$ cat config.mk
export PLATFORM = sky130hd
export DESIGN_NAME = rotmask_unit
export DESIGN_NICKNAME = d
export VERILOG_FILES = /design/src/rtl/rotmask_pkg.sv /design/src/rtl/rm_rotator.sv /design/src/rtl/rm_maskgen.sv /design/src/rtl/rm_merge.sv /design/src/rtl/rotmask_unit.sv
export SDC_FILE = /design/constraint.sdc
export NUM_CORES = 1
export LEC_CHECK = 0
export ABC_AREA = 1
export BUFFER_PORTS_ARGS = -buffer_cell sky130_fd_sc_hd__buf_2
export CORE_UTILIZATION = 49
export CTS_BUF_LIST = sky130_fd_sc_hd__clkbuf_8
export CTS_CLUSTER_DIAMETER = 100
export DETAILED_ROUTE_END_ITERATION = 8
export PLACE_DENSITY_LB_ADDON = 0.08
export SETUP_SLACK_MARGIN = 0.02
export SLEW_MARGIN = 10
export SYNTH_ARGS = -nofsm -noshare
export SYNTH_HDL_FRONTEND = slang
export SYNTH_SLANG_ARGS = --single-unit
export TNS_END_PERCENT = 50
$ cat constraint.sdc
create_clock -name clk -period 1.3 [get_ports clk]
set_clock_uncertainty 0.1 [all_clocks]
set_input_delay 0.13 -clock clk [delete_from_list [all_inputs] [get_ports clk]]
set_output_delay 0.13 -clock clk [all_outputs]
set_load 0.02 [all_outputs]
$ cat src/rtl/rotmask_pkg.sv
package rotmask_pkg;
  typedef enum logic {
    RM_AND    = 1'b0,
    RM_INSERT = 1'b1
  } rm_mode_e;

  typedef struct packed {
    logic lt;
    logic gt;
    logic eq;
  } rm_cr_t;
endpackage

$ cat src/rtl/rm_rotator.sv
module rm_rotator #(
  parameter int W   = 32,
  parameter int SHW = $clog2(W)
) (
  input  logic [W-1:0]   din,
  input  logic [SHW-1:0] amt,
  output logic [W-1:0]   dout
);
  // log2(W) stages; stage s rotates left by 2**s when amt[s] is set
  logic [W-1:0] stage [0:SHW];

  assign stage[0] = din;

  for (genvar s = 0; s < SHW; s++) begin : g_stage
    localparam int D = 1 << s;
    assign stage[s+1] = amt[s] ? {stage[s][W-1-D:0], stage[s][W-1:W-D]}
                               : stage[s];
  end

  assign dout = stage[SHW];
endmodule

$ cat src/rtl/rm_maskgen.sv
module rm_maskgen #(
  parameter int W   = 32,
  parameter int SHW = $clog2(W)
) (
  input  logic [SHW-1:0] mb,
  input  logic [SHW-1:0] me,
  output logic [W-1:0]   mask
);
  logic wrap;
  assign wrap = (mb > me);

  // i is the MSB-0 index; it sits at LSB-0 position W-1-i
  for (genvar i = 0; i < W; i++) begin : g_bit
    localparam logic [SHW-1:0] IDX = SHW'(i);
    logic at_or_after_begin;
    logic at_or_before_end;
    assign at_or_after_begin = (IDX >= mb);
    assign at_or_before_end  = (IDX <= me);
    assign mask[W-1-i] = wrap ? (at_or_after_begin | at_or_before_end)
                              : (at_or_after_begin & at_or_before_end);
  end
endmodule

$ cat src/rtl/rm_merge.sv
module rm_merge
  import rotmask_pkg::*;
#(
  parameter int W = 32
) (
  input  logic [W-1:0] rot,
  input  logic [W-1:0] mask,
  input  logic [W-1:0] dst,
  input  rm_mode_e     mode,
  output logic [W-1:0] res,
  output rm_cr_t       cr
);
  always_comb begin
    if (mode == RM_INSERT) res = (rot & mask) | (dst & ~mask);
    else                   res = rot & mask;
    cr.lt = res[W-1];
    cr.eq = (res == '0);
    cr.gt = ~res[W-1] & (res != '0);
  end
endmodule

$ cat src/rtl/rotmask_unit.sv
module rotmask_unit
  import rotmask_pkg::*;
#(
  parameter int W   = 32,
  parameter int SHW = $clog2(W)
) (
  input  logic           clk,
  input  logic           rst_n,
  input  logic           in_valid,
  input  logic [W-1:0]   src_word,
  input  logic [W-1:0]   dst_word,
  input  logic [SHW-1:0] amt_imm,
  input  logic [W-1:0]   amt_reg,
  input  logic           amt_sel_reg,
  input  logic [SHW-1:0] mask_begin,
  input  logic [SHW-1:0] mask_end,
  input  logic           insert_mode,
  input  logic           record,
  output logic           out_valid,
  output logic [W-1:0]   result,
  output logic           cr_update,
  output logic           cr_lt,
  output logic           cr_gt,
  output logic           cr_eq
);
  // reset: asserted asynchronously, released on a clock edge
  logic [1:0] rst_sync_q;
  logic       rst_int_n;

  always_ff @(posedge clk or negedge rst_n) begin
    if (!rst_n) rst_sync_q <= 2'b00;
    else        rst_sync_q <= {rst_sync_q[0], 1'b1};
  end
  assign rst_int_n = rst_sync_q[1];

  // amount select; upper register bits are deliberately dropped
  logic [SHW-1:0] amt_sel;
  logic           unused_amt_hi;
  assign amt_sel       = amt_sel_reg ? amt_reg[SHW-1:0] : amt_imm;
  assign unused_amt_hi = ^amt_reg[W-1:SHW];

  logic [W-1:0] rot_w, mask_w, res_w;
  rm_cr_t       cr_w;
  rm_mode_e     mode_w;
  assign mode_w = insert_mode ? RM_INSERT : RM_AND;

  rm_rotator #(.W(W), .SHW(SHW)) u_rot (
    .din(src_word), .amt(amt_sel), .dout(rot_w)
  );

  rm_maskgen #(.W(W), .SHW(SHW)) u_mask (
    .mb(mask_begin), .me(mask_end), .mask(mask_w)
  );

  rm_merge #(.W(W)) u_merge (
    .rot(rot_w), .mask(mask_w), .dst(dst_word), .mode(mode_w),
    .res(res_w), .cr(cr_w)
  );

  // next state
  logic [W-1:0] res_d, res_q;
  rm_cr_t       cr_d, cr_q;
  logic         vld_d, vld_q, upd_d, upd_q;

  always_comb begin
    vld_d = in_valid;
    upd_d = in_valid & record;
    res_d = in_valid ? res_w : res_q;
    if (in_valid && record) cr_d = cr_w;
    else if (in_valid)      cr_d = '0;
    else                    cr_d = cr_q;
  end

  always_ff @(posedge clk or negedge rst_int_n) begin
    if (!rst_int_n) begin
      vld_q <= 1'b0;
      upd_q <= 1'b0;
      res_q <= '0;
      cr_q  <= '0;
    end else begin
      vld_q <= vld_d;
      upd_q <= upd_d;
      res_q <= res_d;
      cr_q  <= cr_d;
    end
  end

  assign out_valid = vld_q;
  assign result    = res_q;
  assign cr_update = upd_q;
  assign cr_lt     = cr_q.lt;
  assign cr_gt     = cr_q.gt;
  assign cr_eq     = cr_q.eq;

  // ---------------- assertions ----------------
  a_r8_valid_follows: assert property (@(posedge clk) disable iff (!rst_int_n)
    in_valid |=> out_valid);
  a_r8_idle_drops_valid: assert property (@(posedge clk) disable iff (!rst_int_n)
    !in_valid |=> !out_valid);
  a_r8_hold_result: assert property (@(posedge clk) disable iff (!rst_int_n)
    !in_valid |=> $stable(result));
  a_r5_and_clears_outside: assert property (@(posedge clk) disable iff (!rst_int_n)
    (in_valid && !insert_mode) |=> ((result & ~$past(mask_w)) == '0));
  a_r6_insert_keeps_dst: assert property (@(posedge clk) disable iff (!rst_int_n)
    (in_valid && insert_mode) |=> (((result ^ $past(dst_word)) & ~$past(mask_w)) == '0));
  a_r3_begin_bit_set: assert property (@(posedge clk) disable iff (!rst_int_n)
    in_valid |-> mask_w[(W-1) - int'(mask_begin)]);
  a_r4_wrap_covers_ends: assert property (@(posedge clk) disable iff (!rst_int_n)
    (in_valid && (mask_begin > mask_end)) |-> (mask_w[W-1] && mask_w[0]));
  a_r7_one_flag: assert property (@(posedge clk) disable iff (!rst_int_n)
    cr_update |-> ($countones({cr_lt, cr_gt, cr_eq}) == 1));
  a_r7_eq_matches_zero: assert property (@(posedge clk) disable iff (!rst_int_n)
    cr_update |-> (cr_eq == (result == '0)));
  a_r7_update_tracks_record: assert property (@(posedge clk) disable iff (!rst_int_n)
    (in_valid && !record) |=> !cr_update);
endmodule

==> metrics.txt, run 1 <==
# TYPE chip_impl_metric gauge
chip_impl_info{name="outcome",value="finished, violations left"} 1
chip_impl_info{name="failed_checks",value="setup timing"} 1
chip_impl_metric{name="htree_num_levels",unit=""} 2
chip_impl_metric{name="hold_viol",unit=""} 0
chip_impl_metric{name="total_global_routing_track_utilization",unit=""} 0.3858
chip_impl_info{name="endpoint_kind",value="flip-flop"} 1
chip_impl_metric{name="slowest_delay",unit="ns"} 0.27
chip_impl_metric{name="synthDominantCellAreaShare",unit=""} 0.3087
chip_impl_metric{name="total_die_area",unit="mm²"} 0.01093
chip_impl_metric{name="syn2layout_area_growth",unit="%"} 51.55
chip_impl_metric{name="die-height",unit="µm"} 104.6
chip_impl_metric{name="share_seq_of_total_power",unit=""} 0.215
chip_impl_metric{name="async_reset_ff_frac",unit=""} 1.000
chip_impl_metric{name="detail_route.drc_violations",unit=""} 0
chip_impl_metric{name="mapped_cells",unit=""} 936
chip_impl_metric{name="diodes",unit=""} 0
chip_impl_info{name="cts_tree",value="yes"} 1
chip_impl_metric{name="finalCritPeriodShare",unit=""} 1.702
chip_impl_metric{name="fin_total_pwr",unit="mW"} 7.033
chip_impl_metric{name="clk_latency",unit="ns"} 0.29
chip_impl_metric{name="proportion_of_synthesized_chip_area_in_sequential_cells",unit=""} 0.1893
chip_impl_metric{name="rows",unit=""} 37
chip_impl_metric{name="core-area",unit="mm²"} 0.01028
chip_impl_info{name="type_of_the_worst_min_delay_path",value="input port to flip-flop"} 1
chip_impl_metric{name="cellPowerDensity",unit="mW/mm²"} 900.2
chip_impl_info{name="grt_setup_unrepaired",value="yes"} 1
chip_impl_info{name="critical-path-top-cell-by-count",value="nand2_1"} 1
chip_impl_metric{name="multi_input_area",unit="mm²"} 0.003981
chip_impl_metric{name="fmax",unit="MHz"} 452.0
chip_impl_metric{name="largest_fanout_on_the_critical_path",unit=""} 5
chip_impl_metric{name="setup_viol_count_final",unit=""} 35
chip_impl_metric{name="max-vdd-ir-drop",unit="mV"} 0.6205
chip_impl_metric{name="synth-edff-count",unit=""} 0
chip_impl_metric{name="layout.filler_cells",unit=""} 899
chip_impl_metric{name="hpwl",unit="µm"} 16450
chip_impl_metric{name="ant_nets",unit=""} 0
chip_impl_info{name="synth_area_leader_cell",value="nand3_1"} 1
chip_impl_metric{name="port-buffer-count",unit=""} 126
chip_impl_metric{name="synth.ff_latch_count",unit=""} 39
chip_impl_metric{name="remaining_max_slew_budget_at_the_tightest_pin",unit=""} 0.6563
chip_impl_info{name="timing.critical_path.slowest_stage_cell",value="ha_4"} 1
chip_impl_metric{name="detailedRoute.firstIterationViolations",unit=""} 888
chip_impl_metric{name="layout.nets",unit=""} 1287
chip_impl_metric{name="p_switching",unit="mW"} 3.187
chip_impl_info{name="worstSetupPathType",value="input port to flip-flop"} 1
chip_impl_metric{name="initial_utilization",unit=""} 0.5016
chip_impl_metric{name="grt_first_pass_wirelength",unit="µm"} 33660
chip_impl_metric{name="maximum_number_of_pins_on_one_net_before_global_route_repair",unit=""} 48
chip_impl_metric{name="worst_ep_arrival_time",unit="ns"} 2.30
chip_impl_metric{name="synth.net_count",unit=""} 1058
chip_impl_metric{name="clock_sink_count",unit=""} 39
chip_impl_metric{name="drv_slew",unit=""} 0
chip_impl_metric{name="fin_ws",unit="ns"} -0.9124
chip_impl_metric{name="via_count",unit=""} 7616
chip_impl_metric{name="detailed_route_vias_per_instance",unit=""} 5.849
chip_impl_metric{name="power_frac_comb",unit=""} 0.636
chip_impl_metric{name="utilization",unit=""} 0.7602
chip_impl_metric{name="avg_wl_per_cell",unit="µm"} 16.51
chip_impl_info{name="post_synth_most_frequent_cells",value="318 x nand3_1, 226 x nand2_1, 101 x inv_1"} 1
chip_impl_metric{name="routed_wirelength",unit="µm"} 21500
chip_impl_metric{name="antenna_found_initial",unit=""} 0
chip_impl_info{name="yosys.cell_count.top_type",value="nand3_1"} 1
chip_impl_metric{name="netlist-cell-type-count",unit=""} 32
chip_impl_metric{name="final_layout_size_suffix_gt1_frac",unit=""} 0.3551
chip_impl_metric{name="ios",unit=""} 154
chip_impl_metric{name="max_slew.worst_pin.slew",unit="ns"} 0.5101
chip_impl_metric{name="finalWeightedCongestion",unit=""} 1.045
chip_impl_metric{name="grt_overflow",unit=""} 0
chip_impl_info{name="cell_chosen_for_the_clock_root",value="clkbuf_8"} 1
chip_impl_metric{name="switching_share",unit=""} 0.4531
chip_impl_metric{name="grt_pass1_vias",unit=""} 6988
chip_impl_metric{name="num_cts_buffers",unit=""} 5
chip_impl_metric{name="holdWs",unit="ns"} 0.01400
chip_impl_info{name="startpoint_type",value="input port"} 1
chip_impl_metric{name="cts_buffer_depth",unit=""} 2
chip_impl_info{name="critical_path.cell_chain",value="buf_8, clkinv_4, ha_4, nand2_4, nor2_4, nand2_1, o211ai_1, nand2_4, buf_12, buf_8, a21oi_4, nand3b_1, nand4_1, nor2_1, nand2_1, nor2_1, nand2_1, nand2_1, nand2_1"} 1
chip_impl_metric{name="firstDrtPassIters",unit=""} 7
chip_impl_metric{name="power_frac_clock",unit=""} 0.149
chip_impl_metric{name="final.min_clock_period",unit="ns"} 2.212
chip_impl_metric{name="worst_ep_required_time",unit="ns"} 1.39
chip_impl_metric{name="total_leakage_power",unit="nW"} 4.120
chip_impl_metric{name="worst_setup_hold_path_clk_slew",unit="ns"} 0.08
chip_impl_metric{name="tns",unit="ns"} -18.37
chip_impl_metric{name="die-width",unit="µm"} 104.6
chip_impl_metric{name="max_cap_violations",unit=""} 0
chip_impl_metric{name="post_synth_instance_area",unit="mm²"} 0.005155
chip_impl_info{name="postSynth.topFlopCell",value="dfrtp_1"} 1
chip_impl_info{name="ys_top_cells_by_area",value="nand3_1 31%, dfrtp_1 19%, nand2_1 16%, inv_1 7.4%, o21ai_0 6.7%"} 1
chip_impl_metric{name="ys.warnings.count",unit=""} 0
chip_impl_metric{name="intPower",unit="mW"} 3.846
chip_impl_metric{name="layout.area.seq",unit="µm²"} 975.9
chip_impl_metric{name="postSynthAreaPerCell",unit="µm²"} 5.507
==> sequential cells by signal (all words and copies together) (netlist names) <==
name and flops:
result 32, rst_sync_q 2, cr_eq 1, cr_gt 1
cr_lt 1, cr_update 1, out_valid 1
==> path summary, 6_finish.rpt <==
kind                       cells after the start          start  slack [ns]             to
setup / recovery                              19    mask_end[4]       -0.91          cr_gt
hold / removal                                 2       in_valid        0.01      out_valid
setup reg to reg                               2     result[13]        0.53     result[13]
hold reg to reg                                1  rst_sync_q[1]        0.13     result[23]
max in group asynchronous                      1  rst_sync_q[1]        0.79     result[15]
min in group asynchronous                      2          rst_n        0.04  rst_sync_q[0]
==> per-stage QoR <==
step,setup WS [ns],instances,instance area (µm²)
6_report,-0.9124,1302,7812
5_1_grt,-1.016,1302,7812
4_1_cts,-0.7822,1295,7530
3_5_place_dp,-1.283,1273,6869
3_3_place_gp,-1.186,1273,6869
2_1_floorplan,-0.7679,936,5276
==> critical path, delay by kind of cell <==
kind            cells  cell delay [ns]
simple gates       12             1.20
buf+inv             4             0.40
compound gates      2             0.28
fa+ha+maj           1             0.27
==> cell usage in the layout, fill, tap and decap left out, types with 4 or more instances in the layout <==
cell type,count
buf_12,14
a31oi_1,4
o21ai_0,18
dfrtp_1,39
nand3_2,20
nand3_1,296
nor3_1,5
nand3b_1,25
o21ai_2,21
a21oi_4,4
buf_4,115
clkbuf_8,5
inv_2,26
nand2_2,25
o21ai_4,9
buf_6,20
ha_4,4
nand2_4,7
a21oi_1,13
nand2_1,196
o21ai_1,25
nor2_1,41
buf_2,118
inv_4,5
inv_1,78
==> power groups by stage <==
stage                     Clock [mW]  Sequential, mW  Combinational, mW
after floorplan                    0            1.79               1.88
after detailed placement           0            1.53               3.63
after global routing            1.08            1.53               4.81
final                           1.05            1.51               4.48
after global placement             0            1.53               3.61
after CTS                       1.03            1.51               4.09
==> logic make-up (layout without fill, tap and decap cells) <==
| logic type | Yosys count | count (layout) | share of synthesized area |
|---|---|---|---|
| simple gates | 626 | 626 | 0.5563 |
| fa+ha+maj | 5 | 5 | 0.01214 |
| other cells | 1 | 1 | 0.0007275 |
| compound gates | 100 | 100 | 0.1041 |
| flops | 39 | 39 | 0.1893 |
| buf+inv | 165 | 395 | 0.1374 |
==> timing repair <==
action / in CTS / in global routing
setup endpoints to repair: 35 / 35
endpoints found under the hold margin: 2 / 0
pin swaps: 58 / 47
resized for setup: 140 / 59
setup buffers: 12 / 10
cloned: 4 / 1
hold buffers: 1 / 0
==> layer usage <==
layer | vias to the layer above | routed length (µm) | GRT usage
met5 | - | 0 | 0
met4 | 0 | 942 | 0.1539
met3 | 92 | 2200 | 0.06862
met2 | 513 | 9434 | 0.6192
met1 | 3423 | 8923 | 0.5129
li1 | 3588 | - | -
==> layout make-up <==
| type | instances | area share |
|---|---|---|
| timing repair buffer | 275 | 0.2716 |
| clock buffer | 5 | 0.008808 |
| tap | 136 | 0.02178 |
| multi-input combinational | 732 | 0.5096 |
| sequential | 39 | 0.1249 |
| inverter | 112 | 0.05766 |
| clock inverter | 3 | 0.005605 |
Note: power is estimated with default switching activity, not from simulation.
==> run 2, diff against run 1 <==
ABC_AREA = unset   (was 1)
CORE_UTILIZATION = 48   (was 49)
==> run 2 against run 1 <==
Against the previous run:
- the run ends with DRC, setup timing left
- setup slack lost 1.1 ns
- critical path depth shrank 4
- sequential cell count is the same
- final area grew 9.8%
- critical path type unchanged
==> metrics.txt, run 2 <==
# TYPE chip_impl_metric gauge
chip_impl_info{name="outcome",value="finished, violations left"} 1
chip_impl_info{name="failed_checks",value="DRC, setup timing"} 1
chip_impl_metric{name="async_reset_ff_frac",unit=""} 1.000
chip_impl_metric{name="antenna_found_initial",unit=""} 0
chip_impl_metric{name="port-buffer-count",unit=""} 126
chip_impl_metric{name="rows",unit=""} 35
chip_impl_metric{name="diodes",unit=""} 0
chip_impl_metric{name="synthDominantCellAreaShare",unit=""} 0.2120
chip_impl_info{name="yosys.cell_count.top_type",value="nand3_1"} 1
chip_impl_info{name="grt_setup_unrepaired",value="yes"} 1
chip_impl_metric{name="synth-edff-count",unit=""} 0
chip_impl_metric{name="final.min_clock_period",unit="ns"} 3.329
chip_impl_info{name="type_of_the_worst_min_delay_path",value="input port to flip-flop"} 1
chip_impl_metric{name="synth.ff_latch_count",unit=""} 39
chip_impl_metric{name="hold_viol",unit=""} 0
chip_impl_metric{name="initial_utilization",unit=""} 0.4958
chip_impl_info{name="post_synth_most_frequent_cells",value="68 x nand3_1, 64 x a22oi_1, 58 x nor2_1"} 1
chip_impl_info{name="worstSetupPathType",value="input port to flip-flop"} 1
chip_impl_info{name="most_common_library_cell_in_the_layout_ignoring_fill_and_taps",value="buf_4"} 1
chip_impl_metric{name="mapped_cells",unit=""} 615
chip_impl_metric{name="max_cap_violations",unit=""} 0
chip_impl_metric{name="total_die_area",unit="mm²"} 0.009986
chip_impl_info{name="ys_top_cells_by_area",value="dfrtp_1 21%, a22oi_1 10%, mux2i_1 8.0%, nand3_1 7.4%, maj3_1 5.7%"} 1
chip_impl_info{name="layout.cells.most_common_list",value="171 x buf_4, 120 x buf_2, 53 x nor2_1"} 1
chip_impl_info{name="cell_chosen_for_the_clock_root",value="clkbuf_8"} 1
chip_impl_metric{name="die-height",unit="µm"} 99.93
chip_impl_metric{name="detailedRoute.firstIterationViolations",unit=""} 1450
chip_impl_metric{name="post-place-cells",unit=""} 1007
chip_impl_metric{name="netlist-cell-type-count",unit=""} 47
chip_impl_metric{name="synth.net_count",unit=""} 737
chip_impl_metric{name="detail_route.drc_violations",unit=""} 8
chip_impl_metric{name="htree_num_levels",unit=""} 2
chip_impl_metric{name="detailed_route_vias_per_instance",unit=""} 7.606
chip_impl_metric{name="die-width",unit="µm"} 99.93
chip_impl_metric{name="layout.nets",unit=""} 1040
chip_impl_metric{name="grt_overflow",unit=""} 0
chip_impl_metric{name="clock_sink_count",unit=""} 39
chip_impl_metric{name="grt_first_pass_wirelength",unit="µm"} 35960
chip_impl_metric{name="finalCritPeriodShare",unit=""} 2.561
chip_impl_metric{name="firstDrtPassIters",unit=""} 9
chip_impl_metric{name="fmax",unit="MHz"} 300.4
chip_impl_metric{name="proportion_of_synthesized_chip_area_in_sequential_cells",unit=""} 0.2120
chip_impl_metric{name="final_layout_size_suffix_gt1_frac",unit=""} 0.6464
chip_impl_metric{name="maximum_number_of_pins_on_one_net_before_global_route_repair",unit=""} 38
chip_impl_metric{name="holdWs",unit="ns"} 0.02305
chip_impl_metric{name="total_global_routing_track_utilization",unit=""} 0.4620
chip_impl_info{name="cts_tree",value="yes"} 1
chip_impl_metric{name="hpwl",unit="µm"} 15530
chip_impl_info{name="postSynth.topFlopCell",value="dfrtp_1"} 1
chip_impl_metric{name="largest_fanout_on_the_critical_path",unit=""} 7
chip_impl_metric{name="fin_ws",unit="ns"} -2.029
chip_impl_metric{name="finish.cell_count_without_fillers",unit=""} 1048
chip_impl_metric{name="setup_viol_count_final",unit=""} 35
chip_impl_metric{name="clk_latency",unit="ns"} 0.30
chip_impl_metric{name="max-vdd-ir-drop",unit="mV"} 0.6835
chip_impl_metric{name="syn2layout_area_growth",unit="%"} 86.36
chip_impl_metric{name="finalWeightedCongestion",unit=""} 0.9759
chip_impl_metric{name="postSynthAreaPerCell",unit="µm²"} 7.485
chip_impl_metric{name="cts_buffer_depth",unit=""} 2
chip_impl_metric{name="ys.warnings.count",unit=""} 0
chip_impl_metric{name="drv_slew",unit=""} 0
chip_impl_metric{name="max_slew.worst_pin.slew",unit="ns"} 0.5245
chip_impl_metric{name="ios",unit=""} 154
chip_impl_metric{name="cellPowerDensity",unit="mW/mm²"} 941.7
chip_impl_metric{name="grt_pass1_vias",unit=""} 7030
chip_impl_metric{name="post_synth_instance_area",unit="mm²"} 0.004603
chip_impl_metric{name="avg_wl_per_cell",unit="µm"} 28.15
chip_impl_metric{name="ant_nets",unit=""} 0
chip_impl_metric{name="total_leakage_power",unit="nW"} 3.666
chip_impl_info{name="startpoint_type",value="input port"} 1
chip_impl_info{name="synth_area_leader_cell",value="dfrtp_1"} 1
chip_impl_metric{name="core-area",unit="mm²"} 0.009284
chip_impl_metric{name="routed_wirelength",unit="µm"} 29500
chip_impl_metric{name="via_count",unit=""} 7971
chip_impl_metric{name="worst_ep_required_time",unit="ns"} 1.40
chip_impl_metric{name="largest_register_ffs",unit=""} 32
chip_impl_metric{name="utilization",unit=""} 0.9240
chip_impl_metric{name="remaining_max_slew_budget_at_the_tightest_pin",unit=""} 0.6429
chip_impl_info{name="endpoint_kind",value="flip-flop"} 1
chip_impl_metric{name="num_cts_buffers",unit=""} 5
chip_impl_metric{name="worst_ep_arrival_time",unit="ns"} 3.43
chip_impl_metric{name="worst_setup_hold_path_clk_slew",unit="ns"} 0.08
## run 2: logic make-up after synthesis
kind of cell,count (synthesis),share of synthesized area
AO/OA/AOI/OAI,226,0.3509
adder cells (fa/ha/maj),31,0.07013
buffers and inverters,71,0.06469
flip-flops,39,0.2120
multiplexers,44,0.09758
other,1,0.0008147
AND/OR/NAND/NOR,203,0.2039
## run 2: report_power, final
group / switching, mW / internal, mW
combinational: 3.11 / 2.41
sequential: 0.112 / 1.40
clock: 0.477 / 0.572
## run 2: cell type report
type                    count  area [µm²]
fillers                   351       705.7
repair buffers            347        2669
well taps                 129       161.4
inverters                  20       97.59
clock inverters             3       43.79
clock buffers               5       68.82
flip-flops and latches     39       975.9
multi-input cells         505        4562
## run 2: final timing paths
path,to,cells past startpoint,slack (ns),startpoint
worst min register to register,out_valid,1,0.20,rst_sync_q[1]
worst min-delay path,out_valid,1,0.02,in_valid
min in group asynchronous,rst_sync_q[1],2,0.04,rst_n
worst max-delay path,cr_gt,15,-2.03,amt_sel_reg
max in group asynchronous,result[10],1,0.57,rst_sync_q[1]
worst max register to register,result[11],2,0.39,result[11]
## run 2: routing by layer
layer | up-vias | part of all wire | track usage
met5 | - | 0.00058 | 0
met4 | 2 | 0.13 | 0.3179
met3 | 456 | 0.14 | 0.09610
met2 | 955 | 0.42 | 0.7613
met1 | 3562 | 0.31 | 0.5395
li1 | 2996 | - | -
## run 2: metrics by stage
step / TNS, ns / cell area, µm² / power [mW] / setup slack (ns)
3_5_place_dp: -44.64 / 6933 / 5.305 / -2.079
3_3_place_gp: -41.89 / 6933 / 5.199 / -1.955
4_1_cts: -28.01 / 8209 / 7.182 / -1.380
6_report: -38.47 / 8578 / 8.078 / -2.029
5_1_grt: -46.90 / 8578 / 8.287 / -2.284
2_1_floorplan: -23.30 / 4867 / 3.517 / -1.293
## run 2: what timing repair did
action / 4_1_cts / 5_1_grt
resized for setup: 197 / 71
hold buffers: 1 / 0
endpoints found under the hold margin: 2 / 0
setup endpoints to repair: 35 / 35
cloned: 3 / 0
setup buffers: 33 / 12
pin swaps: 108 / 70
## run 2: worst max-delay path, stage by stage
cell and delay [ns]:
buf_8 0.08, mux2i_4 0.33, buf_6 0.17, buf_16 0.14, buf_8 0.13, mux2i_1 0.37, buf_4 0.24, a22oi_2 0.12
nand2_2 0.13, o211ai_1 0.17, a31oi_2 0.25, nand4_1 0.28, nor4_2 0.33, nand4_1 0.23, a32o_2 0.31
